File: src/rtl/adc_scan_pkg.sv
package adc_scan_pkg;

    // Register addresses on the 8-bit bus
    localparam logic [3:0] A_RES_LO   = 4'd0;
    localparam logic [3:0] A_RES_HI   = 4'd1;
    localparam logic [3:0] A_CH_FIRST = 4'd2;
    localparam logic [3:0] A_CH_LAST  = 4'd3;
    localparam logic [3:0] A_QUEUE    = 4'd7;
    localparam logic [3:0] A_CMD      = 4'd8;
    localparam logic [3:0] A_INTR     = 4'd9;
    localparam logic [3:0] A_SETUP    = 4'd11;

    // Bit positions inside written bytes
    localparam int B_Q_FLUSH   = 1;
    localparam int B_Q_SCAN    = 2;
    localparam int B_CMD_ACK   = 3;
    localparam int B_CMD_RESET = 5;
    localparam int B_INT_EN    = 7;

    typedef enum logic [1:0] {
        SQ_IDLE,
        SQ_HOLD,
        SQ_LAUNCH,
        SQ_CONV
    } sq_state_t;

    // Settling code 00 is the slowest (4 units), 11 the fastest (1 unit)
    function automatic logic [2:0] settle_steps(input logic [1:0] code);
        return 3'd4 - {1'b0, code};
    endfunction

endpackage

File: src/rtl/ascan_regs.sv
module ascan_regs
    import adc_scan_pkg::*;
#(
    parameter int CHAN_W      = 5,
    parameter int SETTLE_UNIT = 500
) (
    input  logic              clk,
    input  logic              rst_n,
    input  logic              wr_en,
    input  logic [3:0]        addr,
    input  logic [7:0]        wdata,
    input  logic              seq_done,
    output logic              soft_clr,
    output logic              trig_wr,
    output logic              flush,
    output logic [CHAN_W-1:0] lo_ch,
    output logic [CHAN_W-1:0] hi_ch,
    output logic              scan_en,
    output logic [5:0]        setup,
    output logic              int_en,
    output logic [1:0]        clk_sel,
    output logic              int_pend,
    output logic              settle_busy
);

    localparam int SETTLE_MAX = SETTLE_UNIT * 4;
    localparam int SW         = $clog2(SETTLE_MAX + 1);

    logic [SW-1:0] settle_cnt;
    logic          ack;
    logic          settle_load;
    logic [1:0]    load_code;

    always_comb begin
        soft_clr    = wr_en && (addr == A_CMD) && wdata[B_CMD_RESET];
        ack         = wr_en && (addr == A_CMD) && wdata[B_CMD_ACK];
        trig_wr     = wr_en && (addr == A_RES_LO);
        flush       = wr_en && (addr == A_QUEUE) && wdata[B_Q_FLUSH];
        settle_load = wr_en && ((addr == A_CH_FIRST) || (addr == A_CH_LAST) ||
                                (addr == A_SETUP));
        load_code   = (addr == A_SETUP) ? wdata[5:4] : setup[5:4];
        settle_busy = (settle_cnt != '0);
    end

    always_ff @(posedge clk or negedge rst_n) begin
        if (!rst_n) begin
            lo_ch      <= '0;
            hi_ch      <= '0;
            scan_en    <= 1'b0;
            setup      <= '0;
            int_en     <= 1'b0;
            clk_sel    <= '0;
            int_pend   <= 1'b0;
            settle_cnt <= '0;
        end else if (soft_clr) begin
            lo_ch      <= '0;
            hi_ch      <= '0;
            scan_en    <= 1'b0;
            setup      <= '0;
            int_en     <= 1'b0;
            clk_sel    <= '0;
            int_pend   <= 1'b0;
            settle_cnt <= '0;
        end else begin
            if (wr_en) begin
                unique case (addr)
                    A_CH_FIRST: lo_ch   <= wdata[CHAN_W-1:0];
                    A_CH_LAST:  hi_ch   <= wdata[CHAN_W-1:0];
                    A_QUEUE:    scan_en <= wdata[B_Q_SCAN];
                    A_SETUP:    setup   <= wdata[5:0];
                    A_INTR: begin
                        int_en  <= wdata[B_INT_EN];
                        clk_sel <= wdata[1:0];
                    end
                    default: ;
                endcase
            end

            if (seq_done && int_en)
                int_pend <= 1'b1;
            else if (ack || (wr_en && (addr == A_INTR) && !wdata[B_INT_EN]))
                int_pend <= 1'b0;

            if (settle_load)
                settle_cnt <= SW'(SETTLE_UNIT * int'(settle_steps(load_code)));
            else if (settle_cnt != '0)
                settle_cnt <= settle_cnt - 1'b1;
        end
    end

    AST_SETTLE_LOAD: assert property (@(posedge clk) disable iff (!rst_n)
        (settle_load && !soft_clr) |=> settle_busy);

    AST_ACK_CLEARS: assert property (@(posedge clk) disable iff (!rst_n)
        (ack && !seq_done && !soft_clr) |=> !int_pend);

endmodule

File: src/rtl/ascan_fifo.sv
module ascan_fifo #(
    parameter int DEPTH = 16,
    parameter int WIDTH = 16
) (
    input  logic             clk,
    input  logic             rst_n,
    input  logic             clr,
    input  logic             push,
    input  logic [WIDTH-1:0] push_data,
    input  logic             pop,
    output logic [WIDTH-1:0] head,
    output logic             empty,
    output logic             full
);

    localparam int AW = (DEPTH > 1) ? $clog2(DEPTH) : 1;
    localparam int CW = $clog2(DEPTH + 1);

    logic [WIDTH-1:0] mem [DEPTH];
    logic [AW-1:0]    wp, rp;
    logic [CW-1:0]    count;
    logic             do_push, do_pop;

    function automatic logic [AW-1:0] bump(input logic [AW-1:0] p);
        return (p == AW'(DEPTH - 1)) ? '0 : p + 1'b1;
    endfunction

    always_comb begin
        empty   = (count == '0);
        full    = (count == CW'(DEPTH));
        do_push = push && !full;
        do_pop  = pop && !empty;
        head    = mem[rp];
    end

    always_ff @(posedge clk) begin
        if (do_push)
            mem[wp] <= push_data;
    end

    always_ff @(posedge clk or negedge rst_n) begin
        if (!rst_n) begin
            wp    <= '0;
            rp    <= '0;
            count <= '0;
        end else if (clr) begin
            wp    <= '0;
            rp    <= '0;
            count <= '0;
        end else begin
            if (do_push) wp <= bump(wp);
            if (do_pop)  rp <= bump(rp);
            count <= count + CW'(do_push) - CW'(do_pop);
        end
    end

    AST_NO_OVERFLOW: assert property (@(posedge clk) disable iff (!rst_n)
        (push && full && !pop && !clr) |=> $stable(count));

    AST_POP_EMPTY: assert property (@(posedge clk) disable iff (!rst_n)
        (pop && empty && !push && !clr) |=> empty);

endmodule

File: src/rtl/ascan_seq.sv
module ascan_seq
    import adc_scan_pkg::*;
#(
    parameter int CHAN_W = 5,
    parameter int DATA_W = 16
) (
    input  logic              clk,
    input  logic              rst_n,
    input  logic              clr,
    input  logic              trig_wr,
    input  logic              scan_en,
    input  logic [CHAN_W-1:0] lo_ch,
    input  logic [CHAN_W-1:0] hi_ch,
    input  logic              settle_busy,
    input  logic              conv_done,
    input  logic [DATA_W-1:0] conv_data,
    output logic              conv_start,
    output logic [CHAN_W-1:0] conv_chan,
    output logic              push,
    output logic [DATA_W-1:0] push_data,
    output logic              seq_done,
    output logic              busy
);

    sq_state_t         state, nxt_state;
    logic              trig_pend, nxt_pend;
    logic [CHAN_W-1:0] ptr, nxt_ptr;
    logic [CHAN_W-1:0] stop_ch, nxt_stop;
    logic              scan_q, nxt_scan;

    // State register
    always_ff @(posedge clk or negedge rst_n) begin
        if (!rst_n) begin
            state     <= SQ_IDLE;
            trig_pend <= 1'b0;
            ptr       <= '0;
            stop_ch   <= '0;
            scan_q    <= 1'b0;
        end else if (clr) begin
            state     <= SQ_IDLE;
            trig_pend <= 1'b0;
            ptr       <= '0;
            stop_ch   <= '0;
            scan_q    <= 1'b0;
        end else begin
            state     <= nxt_state;
            trig_pend <= nxt_pend;
            ptr       <= nxt_ptr;
            stop_ch   <= nxt_stop;
            scan_q    <= nxt_scan;
        end
    end

    // Next state and outputs
    always_comb begin
        nxt_state  = state;
        nxt_pend   = trig_pend;
        nxt_ptr    = ptr;
        nxt_stop   = stop_ch;
        nxt_scan   = scan_q;
        conv_start = 1'b0;
        push       = 1'b0;
        seq_done   = 1'b0;
        unique case (state)
            SQ_IDLE: begin
                if (trig_pend) begin
                    nxt_pend  = 1'b0;
                    nxt_ptr   = lo_ch;
                    nxt_stop  = hi_ch;
                    nxt_scan  = scan_en;
                    nxt_state = settle_busy ? SQ_HOLD : SQ_LAUNCH;
                end else if (trig_wr) begin
                    nxt_pend = 1'b1;
                end
            end
            SQ_HOLD: begin
                if (!settle_busy)
                    nxt_state = SQ_LAUNCH;
            end
            SQ_LAUNCH: begin
                if (settle_busy) begin
                    nxt_state = SQ_HOLD;
                end else begin
                    conv_start = 1'b1;
                    nxt_state  = SQ_CONV;
                end
            end
            SQ_CONV: begin
                if (conv_done) begin
                    push = 1'b1;
                    if (scan_q && (ptr != stop_ch)) begin
                        nxt_ptr   = ptr + 1'b1;
                        nxt_state = SQ_LAUNCH;
                    end else begin
                        seq_done  = 1'b1;
                        nxt_state = SQ_IDLE;
                    end
                end
            end
            default: nxt_state = SQ_IDLE;
        endcase
    end

    always_comb begin
        conv_chan = ptr;
        push_data = conv_data;
        busy      = trig_pend || (state != SQ_IDLE);
    end

    AST_HOLD_GATES_START: assert property (@(posedge clk) disable iff (!rst_n)
        (state == SQ_HOLD && settle_busy && !clr) |=> !conv_start);

    AST_SINGLE_START: assert property (@(posedge clk) disable iff (!rst_n)
        conv_start |=> !conv_start);

endmodule

File: src/rtl/adc_scan_ctrl.sv
module adc_scan_ctrl
    import adc_scan_pkg::*;
#(
    parameter int CHAN_W      = 5,
    parameter int FIFO_DEPTH  = 16,
    parameter int SETTLE_UNIT = 500
) (
    input  logic              clk,
    input  logic              rst_n,
    input  logic              bus_wr,
    input  logic              bus_rd,
    input  logic [3:0]        bus_addr,
    input  logic [7:0]        bus_wdata,
    output logic [7:0]        bus_rdata,
    output logic              irq,
    output logic              conv_start,
    output logic [CHAN_W-1:0] conv_chan,
    input  logic              conv_done,
    input  logic [15:0]       conv_data
);

    localparam int DATA_W = 16;

    logic              soft_clr, trig_wr, flush;
    logic [CHAN_W-1:0] lo_ch, hi_ch;
    logic              scan_en, int_en, int_pend, settle_busy;
    logic [5:0]        setup;
    logic [1:0]        clk_sel;
    logic              seq_done, busy, push, pop;
    logic [DATA_W-1:0] push_data, q_head;
    logic              q_empty, q_full;

    ascan_regs #(
        .CHAN_W      (CHAN_W),
        .SETTLE_UNIT (SETTLE_UNIT)
    ) u_regs (
        .clk         (clk),
        .rst_n       (rst_n),
        .wr_en       (bus_wr),
        .addr        (bus_addr),
        .wdata       (bus_wdata),
        .seq_done    (seq_done),
        .soft_clr    (soft_clr),
        .trig_wr     (trig_wr),
        .flush       (flush),
        .lo_ch       (lo_ch),
        .hi_ch       (hi_ch),
        .scan_en     (scan_en),
        .setup       (setup),
        .int_en      (int_en),
        .clk_sel     (clk_sel),
        .int_pend    (int_pend),
        .settle_busy (settle_busy)
    );

    ascan_seq #(
        .CHAN_W (CHAN_W),
        .DATA_W (DATA_W)
    ) u_seq (
        .clk         (clk),
        .rst_n       (rst_n),
        .clr         (soft_clr),
        .trig_wr     (trig_wr),
        .scan_en     (scan_en),
        .lo_ch       (lo_ch),
        .hi_ch       (hi_ch),
        .settle_busy (settle_busy),
        .conv_done   (conv_done),
        .conv_data   (conv_data),
        .conv_start  (conv_start),
        .conv_chan   (conv_chan),
        .push        (push),
        .push_data   (push_data),
        .seq_done    (seq_done),
        .busy        (busy)
    );

    ascan_fifo #(
        .DEPTH (FIFO_DEPTH),
        .WIDTH (DATA_W)
    ) u_fifo (
        .clk       (clk),
        .rst_n     (rst_n),
        .clr       (flush || soft_clr),
        .push      (push),
        .push_data (push_data),
        .pop       (pop),
        .head      (q_head),
        .empty     (q_empty),
        .full      (q_full)
    );

    always_comb begin
        pop = bus_rd && (bus_addr == A_RES_HI);
        irq = int_pend;
        case (bus_addr)
            A_RES_LO:   bus_rdata = q_empty ? 8'h00 : q_head[7:0];
            A_RES_HI:   bus_rdata = q_empty ? 8'h00 : q_head[15:8];
            A_CH_FIRST: bus_rdata = 8'(lo_ch);
            A_CH_LAST:  bus_rdata = 8'(hi_ch);
            A_QUEUE:    bus_rdata = {q_empty, q_full, 6'b0};
            A_CMD:      bus_rdata = {busy, 2'b11, 5'(conv_chan)};
            A_INTR:     bus_rdata = {int_pend, 5'b0, clk_sel};
            A_SETUP:    bus_rdata = {settle_busy, 1'b0, setup};
            default:    bus_rdata = 8'h00;
        endcase
    end

    AST_TRIG_SETS_BUSY: assert property (@(posedge clk) disable iff (!rst_n)
        (trig_wr && !busy && !soft_clr) |=> busy);

    AST_IDLE_NO_START: assert property (@(posedge clk) disable iff (!rst_n)
        (!busy) |-> !conv_start);

endmodule

File: config.mk
export PLATFORM = sky130hd
export DESIGN_NAME = adc_scan_ctrl
export DESIGN_NICKNAME = d
export VERILOG_FILES = /design/src/rtl/adc_scan_pkg.sv /design/src/rtl/ascan_regs.sv /design/src/rtl/ascan_fifo.sv /design/src/rtl/ascan_seq.sv /design/src/rtl/adc_scan_ctrl.sv
export SDC_FILE = /design/constraint.sdc
export NUM_CORES = 1
export LEC_CHECK = 0
export BUFFER_PORTS_ARGS = -buffer_cell sky130_fd_sc_hd__buf_2
export CELL_PAD_IN_SITES_DETAIL_PLACEMENT = 1
export CELL_PAD_IN_SITES_GLOBAL_PLACEMENT = 1
export CORE_ASPECT_RATIO = 0.6
export CORE_UTILIZATION = 48
export CTS_CLUSTER_SIZE = 30
export DETAILED_ROUTE_END_ITERATION = 8
export MAX_ROUTING_LAYER = met4
export PLACE_DENSITY_LB_ADDON = 0.1
export SETUP_SLACK_MARGIN = 0.3
export SLEW_MARGIN = 10
export SYNTH_ARGS = -nofsm -noshare
export SYNTH_HDL_FRONTEND = slang
export SYNTH_SLANG_ARGS = --single-unit
File: constraint.sdc
create_clock -name clk -period 2.7 [get_ports clk]
set_input_delay 0.27 -clock clk [delete_from_list [all_inputs] [get_ports clk]]
set_output_delay 0.27 -clock clk [all_outputs]
set_load 0.03 [all_outputs]
After elaboration in Yosys (flattened, before gate mapping)
Memory sizes are Yosys's and may differ from the RTL's.
Index checks and enable logic that the tools add are counted.
{"block": "totals", "register_bits": 59, "ramBits": 256, "out_inout_bits": 15, "wordCells": 158, "mem_count": 1}
{"name": "u_fifo.mem", "words": 16, "word_bits": 16, "rd": 1, "rd_ports_with_merged_regs": 0, "write_ports": 1, "line": "ascan_fifo.sv:19", "rtl": "logic [WIDTH-1:0] mem [DEPTH];"}
{"block": "op_classes", "n_addsub": 7, "multipliers": 1, "n_eq_ne": 18, "n_mux": 67, "reduce_logical": 48}
{"cell": "2-to-1 mux 5 bit", "n": 14}
{"cell": "one-hot mux 8 bit (8 select lines)", "n": 1}
{"cell": "2-to-1 mux 11 bit", "n": 3}
{"cell": "2-to-1 mux 1 bit", "n": 25}
{"cell": "2-to-1 mux 4 bit", "n": 6}
{"cell": "2-to-1 mux 2 bit", "n": 11}
{"cell": "nonzero test 2 bit", "n": 11}
{"cell": "== test 4 bit, second input constant", "n": 5}
{"cell": "2-to-1 mux 6 bit", "n": 3}
{"cell": "2-to-1 mux 8 bit", "n": 2}
{"cell": "logical AND 1 bit", "n": 14}
{"cell": "AND reduction 2 bit", "n": 6}
{"cell": "nonzero test 11 bit", "n": 1}
{"cell": "subtractor 11 x 1 -> 11 bit, second input constant", "n": 1}
{"cell": "one-hot mux 5 bit (2 select lines)", "n": 1}
{"cell": "multiplier 7 x 3 -> 9 bit, first input constant", "n": 1}
{"cell": "nonzero test 3 bit", "n": 3}
{"cell": "adder 4 x 1 -> 4 bit, second input constant", "n": 2}
{"cell": "== test 4 x 2 -> 1 bit, second input constant", "n": 2}
{"cell": "one-hot mux 2 bit (4 select lines)", "n": 1}
{"cell": "!= test 3 x 2 -> 1 bit, second input constant", "n": 2}
{"cell": "!= test 3 bit, second input constant", "n": 2}
{"cell": "adder 5 x 1 -> 5 bit", "n": 1}
{"cell": "adder 5 x 1 -> 5 bit, second input constant", "n": 1}
{"cell": "15 further kinds", "n": 22}

Logic depth before layout (Yosys ltp)
{"block": "depth", "ltp_word": 8, "mapped_depth": 15}

Cells and area by module
From an unflattened synthesis, not the netlist that was laid out.
{"block": "unflattened", "hier_cells": 886, "area_unflattened_um2": 14113.5}
{"mod": "ascan_fifo", "n_inst": 1, "cells_per_inst": 564, "area_per_inst_um2": 10993.0, "seq_area_each_um2": 8012.7}
{"mod": "ascan_regs", "n_inst": 1, "cells_per_inst": 143, "area_per_inst_um2": 1620.3, "seq_area_each_um2": 800.8}
{"mod": "ascan_seq", "n_inst": 1, "cells_per_inst": 116, "area_per_inst_um2": 1018.5, "seq_area_each_um2": 350.3}
{"mod": "adc_scan_ctrl", "n_inst": 1, "cells_per_inst": 63, "area_per_inst_um2": 481.7, "seq_area_each_um2": 0.0}

Least setup slack after synthesis
Ideal clock, no wire load.
{"block": "synth_path", "path_type": "reg-to-reg", "start": "register u_fifo.count[3]", "end": "register u_fifo.count[4]", "arrival_time_ns": 2.758, "setup_slack_ns": -0.136, "stages_incl_launch_ff": 16, "n_path_buf": 1, "period_less_slack_ns": 2.836, "path_cell_list": "dfrtp_1 > inv_1 > ha_1 > or4b_1 > and3_1 > buf_2 > ha_1 > inv_1 > ha_1 > inv_1 > fa_1 > inv_1 > a21oi_1 > nor2_1 > or3_1 > a21oi_1"}
{"block": "synth_via", "elab_chain_len": 6}
{"element": "start, declared", "line": "ascan_fifo.sv:21", "rtl": "logic [CW-1:0] count;"}
{"element": "start signal, assigned", "line": "ascan_fifo.sv:53", "rtl": "count <= count + CW'(do_push) - CW'(do_pop);"}
{"element": "== test 5 bit", "line": "ascan_fifo.sv:30", "rtl": "full = (count == CW'(DEPTH));"}
{"element": "zero test 1 bit", "line": "ascan_fifo.sv:31", "rtl": "do_push = push && !full;"}
{"element": "logical AND 1 bit", "line": "ascan_fifo.sv:31"}
{"element": "adder 5 x 1 -> 5 bit", "line": "ascan_fifo.sv:53"}
{"element": "subtractor 5 x 1 -> 5 bit (*)", "line": "ascan_fifo.sv:53"}
{"element": "2-to-1 mux 5 bit (*)", "line": "ascan_fifo.sv:46", "rtl": "end else if (clr) begin"}
Mark *: on every way between the ends. The rest lies on a longest branch, timed or not.
A chain may end at the register's enable or synchronous reset.

Final worst setup path
{"block": "layout_path", "start": "register u_fifo.rp[0]", "end": "output port bus_rdata[7]"}
{"block": "layout_via", "elab_chain_len": 3}
{"element": "start, declared", "line": "ascan_fifo.sv:20", "rtl": "logic [AW-1:0] wp, rp;"}
{"element": "start signal, assigned", "line": "ascan_fifo.sv:52", "rtl": "if (do_pop) rp <= bump(rp);"}
{"element": "memory (16 x 16 bit) (*)"}
{"element": "2-to-1 mux 8 bit (on tied branches)", "line": "adc_scan_ctrl.sv:98, adc_scan_ctrl.sv:97"}
{"element": "one-hot mux 8 bit (8 select lines) (*)", "line": "adc_scan_ctrl.sv:96", "rtl": "case (bus_addr)"}
{"element": "end, declared", "line": "adc_scan_ctrl.sv:14", "rtl": "output logic [7:0] bus_rdata,"}
Marks and branches as above.

==> run summary <==
Fmax: 321.0 MHz
Tcrit/Tclk final: 1.154
Unique cell type count in the Yosys netlist: 60
Die Wd: 217.6 µm
Logic pwr share: 0.293
Worst vdd ir: 0.4956 mV
Total power: 14.29 mW
Drt total wl: 35.59 mm
CP most frequent cell: buf_12
CP Capture Type: output pin
Crit-path max cell delay: 0.50 ns
Worst-path clk slew: 0.07 ns
Final worst slack: -0.4149 ns
Critical path, cell by cell: buf_12 -> buf_12 -> mux4_2 -> mux2i_1 -> nor3b_2 -> nor4_2 -> buf_4 -> o221ai_2 -> buf_6
CP max FO: 6
Ys async rst share: 0.1873
Buffers on Ports: 46
P per Cell Area: 876.6 nW/µm²
Total Routing Usage GR: 0.2641
Setup violators final: 10
Met3 Use GR: 0.04120
Routed Antenna Nets: 0
Placed insts: 1,249
DRT Pass-1 Iters: 5
Sw power: 4.134 mW
Sequential share of the synthesized area: 0.6843
Syn Area/Cell: 16.45 µm²
CP arrival: 2.84 ns
Num CTS Buffers: 30
Initial antenna violation count: 0
Core area: 26,880 µm²
Root Driver: clkbuf_16
Number of max-cap violations: 0
Post-place setup slack: -0.1442 ns
Syn nets: 862
First-pass GRT wire length: 53.75 mm
Leak: 5.727 nW
Slowest-stage cell, CP: dfrtp_4
Share of cells above drive strength 1: 0.3522
Largest net degree at the start of global routing: 36
Initial DRC Count: 823
Rel. slew slack: 0.4282
Critical Path RT: 2.43 ns
Synth Flop Type: edfxtp_1
Switching portion of total power: 0.2893
NumNets Final: 998
Hpwl dp: 22.85 mm
Met1 GRT Util: 0.3975
Finished Layout Cells: 1,334
DIE AREA: 28,590 µm²
Status: finished, violations left
Antenna cells: 0
Worst skew pair latency: 0.57 ns
Unrepaired setup endpoints after global routing: true
Maximum root-to-sink buffer count: 3
Starting density of the core: 0.4982
GPL Wtd Cong: 0.8293
Final Max Slew Viols: 0
Worst slew pin tran: 0.8458 ns
# IOs: 48
Total of warnings raised by yosys: 0
Vert. Die Dim: 131.4 µm
Row count: 46
Pint: 10.16 mW
Post-DR vias/cell: 6.050
Htree depth: 1
Max Clock Skew: 0.009357 ns
Fin crit period: 3.115 ns
M2 GR Usage: 0.3825
Post-synth EDFFs: 256
Setup CP Type: register to output pin
Final Hold Vio Count: 0
Post-Syn Instances: 814
CP Launch Type: register
Total gr overflow: 0
Vias in the first global route: 8,562
#FFs+latches synth: 315
Mapped Area: 13,390 µm²
# DRC: 0
Failing checks: setup timing
WL/cell: 26.68 µm
Hold/Removal Path Class: input port to register
CTS sink count: 315
Clk pwr share: 0.295
CTS tree: done
Vias post-DR: 8,071
Layout area overhead: 21.74%
Fillers: 2,417
Setup TNS Final: -2.858 ns
Seq pwr share: 0.412
GR peak layer: met1
## placed cells by master, fill, tap and decap left out, types with 22 or more instances in the layout
cell	netlist	routed
mux4_2	62	62
a21oi_1	41	36
dfrtp_1	59	55
nor2_1	49	44
nand3_1	24	24
buf_6	5	22
mux2i_1	35	29
clkbuf_16	0	31
nand2_1	38	36
buf_4	2	70
buf_2	18	37
edfxtp_1	256	256
## layer usage
| metal | vias to the layer above | wire length, µm |
|---|---|---|
| met3 | 54 | 2321 |
| li1 | 3459 | - |
| met1 | 4283 | 16480 |
| met2 | 275 | 16170 |
| met5 | - | 0 |
| met4 | 0 | 623 |
## worst max-delay path: cells and delay by family, from the launching register on
| family | cells | cell delay [ns] |
|---|---|---|
| DFF | 1 | 0.50 |
| AOI/OAI and AO/OA | 1 | 0.10 |
| buffers and inverters | 4 | 0.64 |
| and+or+nand+nor | 2 | 0.43 |
| muxes | 2 | 0.60 |
## sequential cells by signal (all words and copies together) (netlist names), 5 cells and up
signal and count:
u_fifo.mem 256, u_regs.setup 6, u_regs.hi_ch 5, u_seq.stop_ch 5, u_regs.lo_ch 5, u_seq.conv_chan 5, u_regs.settle_cnt 11, u_fifo.count 5
## cell families after synthesis
group	share of synthesized area
AOI/OAI and AO/OA	0.04831
muxes	0.1464
buffers and inverters	0.02448
DFF	0.6843
and+or+nand+nor	0.07082
adders and majority gates	0.01458
xor gates and xnor gates	0.01112
## Yosys cell counts (7+ instances only)
cell type | number | area (µm²)
a211oi_1 | 8 | 60.06
inv_1 | 22 | 82.58
xor2_1 | 8 | 70.07
nand3_1 | 24 | 120.1
buf_2 | 18 | 90.09
buf_1 | 7 | 26.28
nor3_1 | 14 | 70.07
nor2_1 | 49 | 183.9
o211ai_1 | 7 | 52.55
mux4_2 | 62 | 1396
ha_1 | 14 | 175.2
nand2_1 | 38 | 142.6
o21ai_0 | 12 | 60.06
edfxtp_1 | 256 | 7687
dfrtp_1 | 59 | 1476
a21oi_1 | 41 | 205.2
or3_1 | 7 | 43.79
mux2i_1 | 35 | 350.3
nor3b_1 | 8 | 60.06
xnor2_1 | 9 | 78.83
and2_1 | 11 | 68.82
clkbuf_1 | 14 | 52.55
mux2_2 | 19 | 214.0
## path summary, 6_finish.rpt
path | start | endpoint | slack, ns | cells after the start
min reg2reg | u_regs.clk_sel[0]$_DFFE_PN0P_ | u_regs.clk_sel[0]$_DFFE_PN0P_ | 0.54 | 2
max in group asynchronous | rst_n | u_regs.settle_cnt[2]$_DFFE_PN0P_ | 1.65 | 4
max | u_fifo.rp[0]$_DFFE_PN0P_ | bus_rdata[7] | -0.41 | 9
min in group asynchronous | rst_n | u_seq.conv_chan[1]$_DFFE_PN0P_ | 0.27 | 3
min | bus_wdata[2] | u_regs.scan_en$_DFFE_PN0P_ | 0.03 | 3
max reg2reg | u_fifo.count[3]$_DFF_PN0_ | u_fifo.count[4]$_DFF_PN0_ | -0.15 | 15
## final cells by class
type	instances	area (µm²)	share of cell area
sequential	315	9171	0.5625
multi-input combinational	430	4243	0.2602
timing repair buffer	151	1369	0.08396
clock buffer	42	847.1	0.05196
tap	360	450.4	0.02763
clock inverter	14	137.6	0.008442
inverter	22	85.08	0.005219
## timing repair
item                       4_1_cts  5_1_grt
cloned                           0        0
hold endpoints to repair        35        0
hold buffers                     2        0
setup buffers                   21        6
setup endpoints to repair      270      192
pin swaps                       20        5
resized for setup               63       22
## power groups by stage
stage / logic [mW] / clock network, mW / registers, mW
after floorplan: 2.33 / 0 / 5.90
after global placement: 3.29 / 0 / 6.01
after detailed placement: 3.42 / 0 / 6.03
after CTS: 4.03 / 4.28 / 5.87
after global routing: 4.50 / 4.44 / 5.92
final: 4.19 / 4.22 / 5.89
## metrics by stage
| stage | utilization | hold slack (ns) | instance area, µm² |
|---|---|---|---|
| 2_1_floorplan | - | -0.02559 | 13460 |
| 3_5_place_dp | 0.5461 | 0.3399 | 14680 |
| 6_report | 0.6066 | 0.02505 | 16300 |
| 4_1_cts | 0.6007 | 0.01282 | 16150 |
| 3_3_place_gp | 0.5461 | 0.3308 | 14680 |
| 5_1_grt | 0.6066 | 0.02156 | 16300 |
Note: power is estimated with default switching activity, not from simulation.
